`src/rtl/fce_pkg.sv`:
```
package fce_pkg;
   typedef enum logic [2:0] {
      CMD_NOP   = 3'd0,
      CMD_OPEN  = 3'd1,
      CMD_CALL  = 3'd2,
      CMD_RET   = 3'd3,
      CMD_TOPEN = 3'd4,
      CMD_TCALL = 3'd5
   } cmd_e;

   typedef enum logic [1:0] {
      CLS_GLOBAL = 2'd0,
      CLS_ACTIVE = 2'd1,
      CLS_OPEN   = 2'd2,
      CLS_RETURN = 2'd3
   } cls_e;

   localparam int RADDR_W = 6;
   localparam int OFS_W   = 4;
endpackage

```
`src/rtl/fce_freelist.sv`:
```
module fce_freelist #(
   parameter int W        = 8,
   parameter int DEPTH    = 256,
   parameter int FIRST    = 19,
   parameter int INIT_CNT = 237,
   localparam int PTR_W   = $clog2(DEPTH),
   localparam int CNT_W   = $clog2(DEPTH + 1)
) (
   input  logic             clk,
   input  logic             rst_n,
   input  logic             push,
   input  logic [W-1:0]     push_val,
   input  logic             pop,
   output logic [W-1:0]     head,
   output logic [CNT_W-1:0] count,
   output logic             empty
);
   logic [W-1:0]     mem [DEPTH];
   logic [PTR_W-1:0] rd_q, wr_q;

   if ((1 << PTR_W) != DEPTH) begin : g_bad_depth
      $error("free list depth must be a power of two");
   end
   if (INIT_CNT > DEPTH) begin : g_bad_init
      $error("initial free count exceeds depth");
   end

   assign head  = mem[rd_q];
   assign empty = (count == '0);

   always_ff @(posedge clk) begin
      if (!rst_n) begin
         rd_q  <= '0;
         wr_q  <= PTR_W'(INIT_CNT);
         count <= CNT_W'(INIT_CNT);
         for (int i = 0; i < DEPTH; i++) mem[i] <= W'(FIRST + i);
      end else begin
         if (push) begin
            mem[wr_q] <= push_val;
            wr_q      <= wr_q + 1'b1;
         end
         if (pop) rd_q <= rd_q + 1'b1;
         count <= count + CNT_W'(push) - CNT_W'(pop);
      end
   end
endmodule

```
`src/rtl/fce_stack.sv`:
```
module fce_stack #(
   parameter int W     = 16,
   parameter int DEPTH = 16,
   localparam int IDX_W = $clog2(DEPTH),
   localparam int SP_W  = $clog2(DEPTH + 1)
) (
   input  logic         clk,
   input  logic         rst_n,
   input  logic         push,
   input  logic [W-1:0] push_val,
   input  logic         pop,
   output logic [W-1:0] top,
   output logic         empty,
   output logic         full
);
   logic [W-1:0]    mem [DEPTH];
   logic [SP_W-1:0] sp_q;

   assign top   = mem[IDX_W'(sp_q - SP_W'(1))];
   assign empty = (sp_q == '0);
   assign full  = (sp_q == SP_W'(DEPTH));

   always_ff @(posedge clk) begin
      if (!rst_n) begin
         sp_q <= '0;
      end else if (push) begin
         mem[IDX_W'(sp_q)] <= push_val;
         sp_q              <= sp_q + 1'b1;
      end else if (pop) begin
         sp_q <= sp_q - 1'b1;
      end
   end
endmodule

```
`src/rtl/fce_xlate.sv`:
```
module fce_xlate
   import fce_pkg::*;
#(
   parameter int FRAME_W = 8,
   parameter int GSEL_W  = 4
) (
   input  logic [RADDR_W-1:0]       raddr,
   input  logic [GSEL_W-1:0]        gsel,
   input  logic [FRAME_W-1:0]       act_frame,
   input  logic [FRAME_W-1:0]       opn_frame,
   input  logic [FRAME_W-1:0]       ret_frame,
   output logic [FRAME_W+OFS_W-1:0] paddr
);
   logic [FRAME_W-1:0] frame;

   always_comb begin
      unique case (cls_e'(raddr[RADDR_W-1:OFS_W]))
         CLS_GLOBAL: frame = FRAME_W'(gsel);
         CLS_ACTIVE: frame = act_frame;
         CLS_OPEN:   frame = opn_frame;
         default:    frame = ret_frame;
      endcase
   end

   assign paddr = {frame, raddr[OFS_W-1:0]};
endmodule

```
`src/rtl/frame_call_engine.sv`:
```
module frame_call_engine
   import fce_pkg::*;
#(
   parameter int FRAME_W     = 8,
   parameter int GSEL_W      = 4,
   parameter int PC_W        = 16,
   parameter int STACK_DEPTH = 16,
   parameter int LOW_WATER   = 4,
   parameter int NUM_PORTS   = 3,
   localparam int NUM_FRAMES = 1 << FRAME_W,
   localparam int NUM_GLOBAL = 1 << GSEL_W,
   localparam int INIT_CNT   = NUM_FRAMES - NUM_GLOBAL - 3,
   localparam int CNT_W      = $clog2(NUM_FRAMES + 1),
   localparam int PADDR_W    = FRAME_W + OFS_W
) (
   input  logic                         clk,
   input  logic                         rst_n,
   input  logic [2:0]                   cmd_i,
   input  logic [PC_W-1:0]              ret_pc_i,
   input  logic [RADDR_W-1:0]           ret_dest_i,
   input  logic [GSEL_W-1:0]            gsel_i,
   input  logic [NUM_PORTS*RADDR_W-1:0] raddr_i,
   output logic [NUM_PORTS*PADDR_W-1:0] paddr_o,
   output logic [FRAME_W-1:0]           active_o,
   output logic [FRAME_W-1:0]           open_o,
   output logic [FRAME_W-1:0]           return_o,
   output logic [CNT_W-1:0]             free_count_o,
   output logic                         low_water_o,
   output logic                         resume_valid_o,
   output logic [PC_W-1:0]              resume_pc_o,
   output logic [RADDR_W-1:0]           resume_dest_o,
   output logic                         err_seq_o,
   output logic                         err_res_o
);
   if (NUM_GLOBAL + 3 >= NUM_FRAMES) begin : g_bad_frames
      $error("too few frames beyond the global ones");
   end
   if (LOW_WATER >= INIT_CNT) begin : g_bad_lw
      $error("low-water threshold must be below the initial free count");
   end

   cmd_e cmd;
   logic [FRAME_W-1:0] act_q, opn_q, ret_q;
   logic last_ret_q;
   logic seq_bad, res_bad, go;
   logic do_open, do_call, do_ret, do_topen, do_tcall;

   logic               fl_push, fl_pop, fl_empty;
   logic [FRAME_W-1:0] fl_push_val, fl_head;

   logic                   fs_full, fs_empty, ls_full, ls_empty;
   logic [2*FRAME_W-1:0]   fs_top;
   logic [PC_W+RADDR_W-1:0] ls_top;

   assign cmd = cmd_e'(cmd_i);

   always_comb begin
      seq_bad = (cmd == CMD_RET) && last_ret_q;
      unique case (cmd)
         CMD_OPEN:  res_bad = fl_empty || fs_full;
         CMD_CALL:  res_bad = ls_full;
         CMD_RET:   res_bad = fs_empty || ls_empty;
         CMD_TOPEN: res_bad = fl_empty;
         default:   res_bad = 1'b0;
      endcase
   end

   assign go       = !seq_bad && !res_bad;
   assign do_open  = go && (cmd == CMD_OPEN);
   assign do_call  = go && (cmd == CMD_CALL);
   assign do_ret   = go && (cmd == CMD_RET);
   assign do_topen = go && (cmd == CMD_TOPEN);
   assign do_tcall = go && (cmd == CMD_TCALL);

   assign fl_pop      = do_open || do_topen;
   assign fl_push     = do_ret || do_tcall;
   assign fl_push_val = do_ret ? ret_q : act_q;

   fce_freelist #(
      .W(FRAME_W), .DEPTH(NUM_FRAMES), .FIRST(NUM_GLOBAL + 3), .INIT_CNT(INIT_CNT)
   ) u_free (
      .clk(clk), .rst_n(rst_n), .push(fl_push), .push_val(fl_push_val),
      .pop(fl_pop), .head(fl_head), .count(free_count_o), .empty(fl_empty)
   );

   fce_stack #(.W(2*FRAME_W), .DEPTH(STACK_DEPTH)) u_frame_stk (
      .clk(clk), .rst_n(rst_n), .push(do_open), .push_val({opn_q, act_q}),
      .pop(do_ret), .top(fs_top), .empty(fs_empty), .full(fs_full)
   );

   fce_stack #(.W(PC_W+RADDR_W), .DEPTH(STACK_DEPTH)) u_link_stk (
      .clk(clk), .rst_n(rst_n), .push(do_call), .push_val({ret_pc_i, ret_dest_i}),
      .pop(do_ret), .top(ls_top), .empty(ls_empty), .full(ls_full)
   );

   always_ff @(posedge clk) begin
      if (!rst_n) begin
         act_q          <= FRAME_W'(NUM_GLOBAL);
         opn_q          <= FRAME_W'(NUM_GLOBAL + 1);
         ret_q          <= FRAME_W'(NUM_GLOBAL + 2);
         last_ret_q     <= 1'b0;
         resume_valid_o <= 1'b0;
         resume_pc_o    <= '0;
         resume_dest_o  <= '0;
         err_seq_o      <= 1'b0;
         err_res_o      <= 1'b0;
      end else begin
         if (do_open || do_topen) opn_q <= fl_head;
         if (do_call || do_tcall) act_q <= opn_q;
         if (do_ret) begin
            ret_q                         <= act_q;
            {opn_q, act_q}                <= fs_top;
            {resume_pc_o, resume_dest_o}  <= ls_top;
         end
         last_ret_q     <= do_ret;
         resume_valid_o <= do_ret;
         err_seq_o      <= seq_bad;
         err_res_o      <= res_bad && !seq_bad;
      end
   end

   for (genvar p = 0; p < NUM_PORTS; p++) begin : g_port
      fce_xlate #(.FRAME_W(FRAME_W), .GSEL_W(GSEL_W)) u_xlate (
         .raddr    (raddr_i[p*RADDR_W +: RADDR_W]),
         .gsel     (gsel_i),
         .act_frame(act_q),
         .opn_frame(opn_q),
         .ret_frame(ret_q),
         .paddr    (paddr_o[p*PADDR_W +: PADDR_W])
      );
   end

   assign active_o    = act_q;
   assign open_o      = opn_q;
   assign return_o    = ret_q;
   assign low_water_o = (free_count_o <= CNT_W'(LOW_WATER));
endmodule

```
`config.mk`:
```
export PLATFORM = sky130hd
export DESIGN_NAME = frame_call_engine
export DESIGN_NICKNAME = d
export VERILOG_FILES = /design/src/rtl/fce_pkg.sv /design/src/rtl/fce_freelist.sv /design/src/rtl/fce_stack.sv /design/src/rtl/fce_xlate.sv /design/src/rtl/frame_call_engine.sv
export SDC_FILE = /design/constraint.sdc
export NUM_CORES = 2
export LEC_CHECK = 0
export ABC_AREA = 0
export BUFFER_PORTS_ARGS = -buffer_cell sky130_fd_sc_hd__buf_4
export CORE_UTILIZATION = 42
export DETAILED_ROUTE_END_ITERATION = 8
export GPL_TIMING_DRIVEN = 1
export SYNTH_ARGS = -nofsm -noshare
export SYNTH_HDL_FRONTEND = slang
export SYNTH_SLANG_ARGS = --single-unit
export TNS_END_PERCENT = 50
```
`constraint.sdc`:
```
create_clock -name clk -period 9.1 [get_ports clk]
set_input_delay 0.455 -clock clk [delete_from_list [all_inputs] [get_ports clk]]
set_output_delay 0.455 -clock clk [all_outputs]
set_load 0.01 [all_outputs]
```
==> results.txt <==
Root Buffer -> clkbuf_16
Top_reg_cell synth -> edfxtp_1
IO Count -> 144
Failing checks -> capacitance limit
Average wire per standard cell -> 32.8 µm
Clk buf depth -> 4
Die area -> 285000 µm²
Clk Latency, worst-skew pair -> 900 ps
Die H -> 534 µm
Dpl cells -> 11400
TritonCTS clock tree -> yes
Fraction of layout cells with a size suffix above 1 -> 18.0%
Post-synth EDFFs -> 2656
Rel. slew slack -> 1.89%
Final setup fails -> 0
Area of the core -> 282000 µm²
First-pass DRT Iterations -> 8
Syn_area_per_cell -> 14.7 µm²
Setup Buffers After CTS -> 0
Sink Count -> 2748
RSZ-0062 raised after global routing -> no
FP Rows -> 195
Hpwl dp -> 251 mm
Final period util -> 66.2%
Critical Path AT -> 6470 ps
Max Fanout on Critical Path -> 46
Register bit total from synthesis -> 2748
Post-synthesis cell area -> 119000 µm²
Asr flop ratio synth -> 0%
Vias -> 75800
Cell Count, Final, Fillers Out -> 12000
Initial antenna violation count -> 21
Fin. max-slew vios -> 0
Starting Density -> 42.2%
Iteration-0 DRC Markers -> 11300
Gate Count Post-Synth -> 8111
P per Cell Area -> 213 nW/µm²
Placer Congestion -> 0.966
Critical path class -> register to register
Total grt overflow -> 0
Required time at the worst-slack endpoint -> 9540 ps
Area growth, synth to finish -> 12.1%
PortBufs -> 119
Maximum vdd drop -> 0.150 mV
Cts bufs inserted -> 297
Crit end category -> register
Total wire length -> 394 mm
Final ANT Viol Nets -> 0
Leakage Power -> 0.0378 µW
Post_cts resized -> 0
Post-synthesis cell type count -> 65
Clock slew at reported path FFs -> 60 ps
# H-tree levels -> 5
HP Class -> primary input to register
Vias in the first global route -> 73000
Final hold vios -> 0
Synth warnings -> 0
Post-Route Skew -> 98.4 ps
Syn Nets -> 8193
Max Clock Freq -> 166 MHz
Drc violations -> 0
Seq/Total Area, Yosys -> 68.6%
Via/cell ratio -> 6.32
Startpoint types -> register
Gr usage total -> 27.2%
Post-layout minimum cycle time -> 6030 ps
Largest net degree at the start of global routing -> 110
Status -> finished with violations
Max Cap Viol -> 1
Least-Margin Pin Slew -> 1460 ps
Layout Nets -> 8100
Final TNS setup -> 0 ps
Global-route wire length before repair -> 552 mm
Die Wd -> 534 µm
Hold-fix buffers at CTS -> 25
## cell usage in the layout, fill, tap and decap left out, types with 26 or more instances in the layout
| master | instances |
|---|---|
| nand2_1 | 1060 |
| mux2i_1 | 298 |
| o221ai_1 | 96 |
| mux4_2 | 580 |
| o21ai_0 | 268 |
| nand4_1 | 50 |
| nand3_1 | 247 |
| ha_1 | 30 |
| nor3_1 | 123 |
| clkinv_2 | 45 |
| nor2_4 | 35 |
| nor2_1 | 1089 |
| nor2_2 | 26 |
| dfxtp_1 | 86 |
| a22oi_1 | 48 |
| a211oi_1 | 78 |
| buf_4 | 318 |
| clkinv_1 | 53 |
| clkbuf_1 | 63 |
| nor2b_1 | 44 |
| clkbuf_16 | 302 |
| a21oi_1 | 122 |
| mux2_2 | 28 |
| and2_1 | 28 |
| edfxtp_1 | 2656 |
| inv_1 | 28 |
| o22ai_1 | 64 |
## metal layers
metal  global-route usage [%]  part of all wire [%]
met1                     36.1                    37
met2                     41.5                    45
met3                     6.87                    12
met4                     13.9                   5.6
met5                        0                 0.035
## cells by family after synthesis
group / share of synthesized area [%]
AOI/OAI and AO/OA: 4.29
DFF: 68.6
and+or+nand+nor: 9.78
adders and majority gates: 0.353
muxes: 13.8
xor gates and xnor gates: 0.243
buffers and inverters: 2.90
## power breakdown
part	total, µW	internal [µW]	switching [µW]	leakage, µW
clock	12000	6870	5090	0.00459
combinational	2270	852	1420	0.00948
sequential	14200	14100	148	0.0237
## state kept, by name, summed over array words and instances (netlist names), named ones only
register	cells
u_link_stk.sp_q	5
open_o	8
u_free.mem	2048
err_res_o	1
u_frame_stk.mem	256
resume_dest_o	6
resume_pc_o	16
active_o	8
return_o	8
last_ret_q	1
err_seq_o	1
u_link_stk.mem	352
u_free.rd_q	8
u_frame_stk.sp_q	5
u_free.count	9
u_free.wr_q	8
## stage by stage
stage	cell area, µm²	power, µW	setup WS [ps]	hold slack (ps)	util, %
detailed placement	124000	16700	3110	477	43.9
CTS	133000	28400	3020	29.7	47.3
global placement	124000	16700	3230	476	43.8
floorplan	119000	15900	4260	485	-
finish	133000	28400	3070	78.0	47.3
global route	133000	29100	2690	81.5	47.3
## cell type report
cell class	count	area (µm²)
Antenna cell	12	30.0
Clock buffer	371	7880
Clock inverter	155	1530
Fill cell	24100	149000
Inverter	31	121
Multi-Input combinational cell	4586	34600
Sequential cell	2748	81600
Tap cell	3743	4680
Timing Repair Buffer	354	2820
## synthesized netlist by cell type, types with 50 or more instances
master	count	share of area, %
a211oi_1	78	0.49
a21oi_1	122	0.51
buf_2	234	0.98
buf_4	52	0.33
clkbuf_1	411	1.3
dfxtp_1	92	1.5
edfxtp_1	2656	67
mux2i_1	306	2.6
mux4_2	580	11
nand2_1	1084	3.4
nand3_1	247	1.0
nand4_1	50	0.26
nor2_1	1140	3.6
nor3_1	130	0.55
o21ai_0	272	1.1
o221ai_1	96	0.71
o22ai_1	64	0.34
## final timing paths
kind	start	end	slack [ps]	cells after the start
min reg2reg	resume_dest_o[2]$_SDFFE_PN0N_	resume_dest_o[2]$_SDFFE_PN0N_	490	2
max reg2reg	u_frame_stk.sp_q[0]$_SDFFE_PN0P_	u_free.mem[232][4]$_SDFFCE_PN1P_	3070	12
min	cmd_i[0]	u_free.wr_q[1]$_SDFFE_PN0N_	80	3
max	u_frame_stk.sp_q[0]$_SDFFE_PN0P_	u_free.mem[232][4]$_SDFFCE_PN1P_	3070	12
## critical path, stage by stage, from the launching register on
cell and delay (ps):
dfxtp_4 690, inv_1 200, ha_2 240, nor4b_1 160, a32oi_2 260, o32ai_2 200, o41ai_4 310, buf_4 240
and3_4 900, buf_4 420, nand2_1 470, buf_4 450, o21ai_0 890
Power figures use the tool's default switching activity.
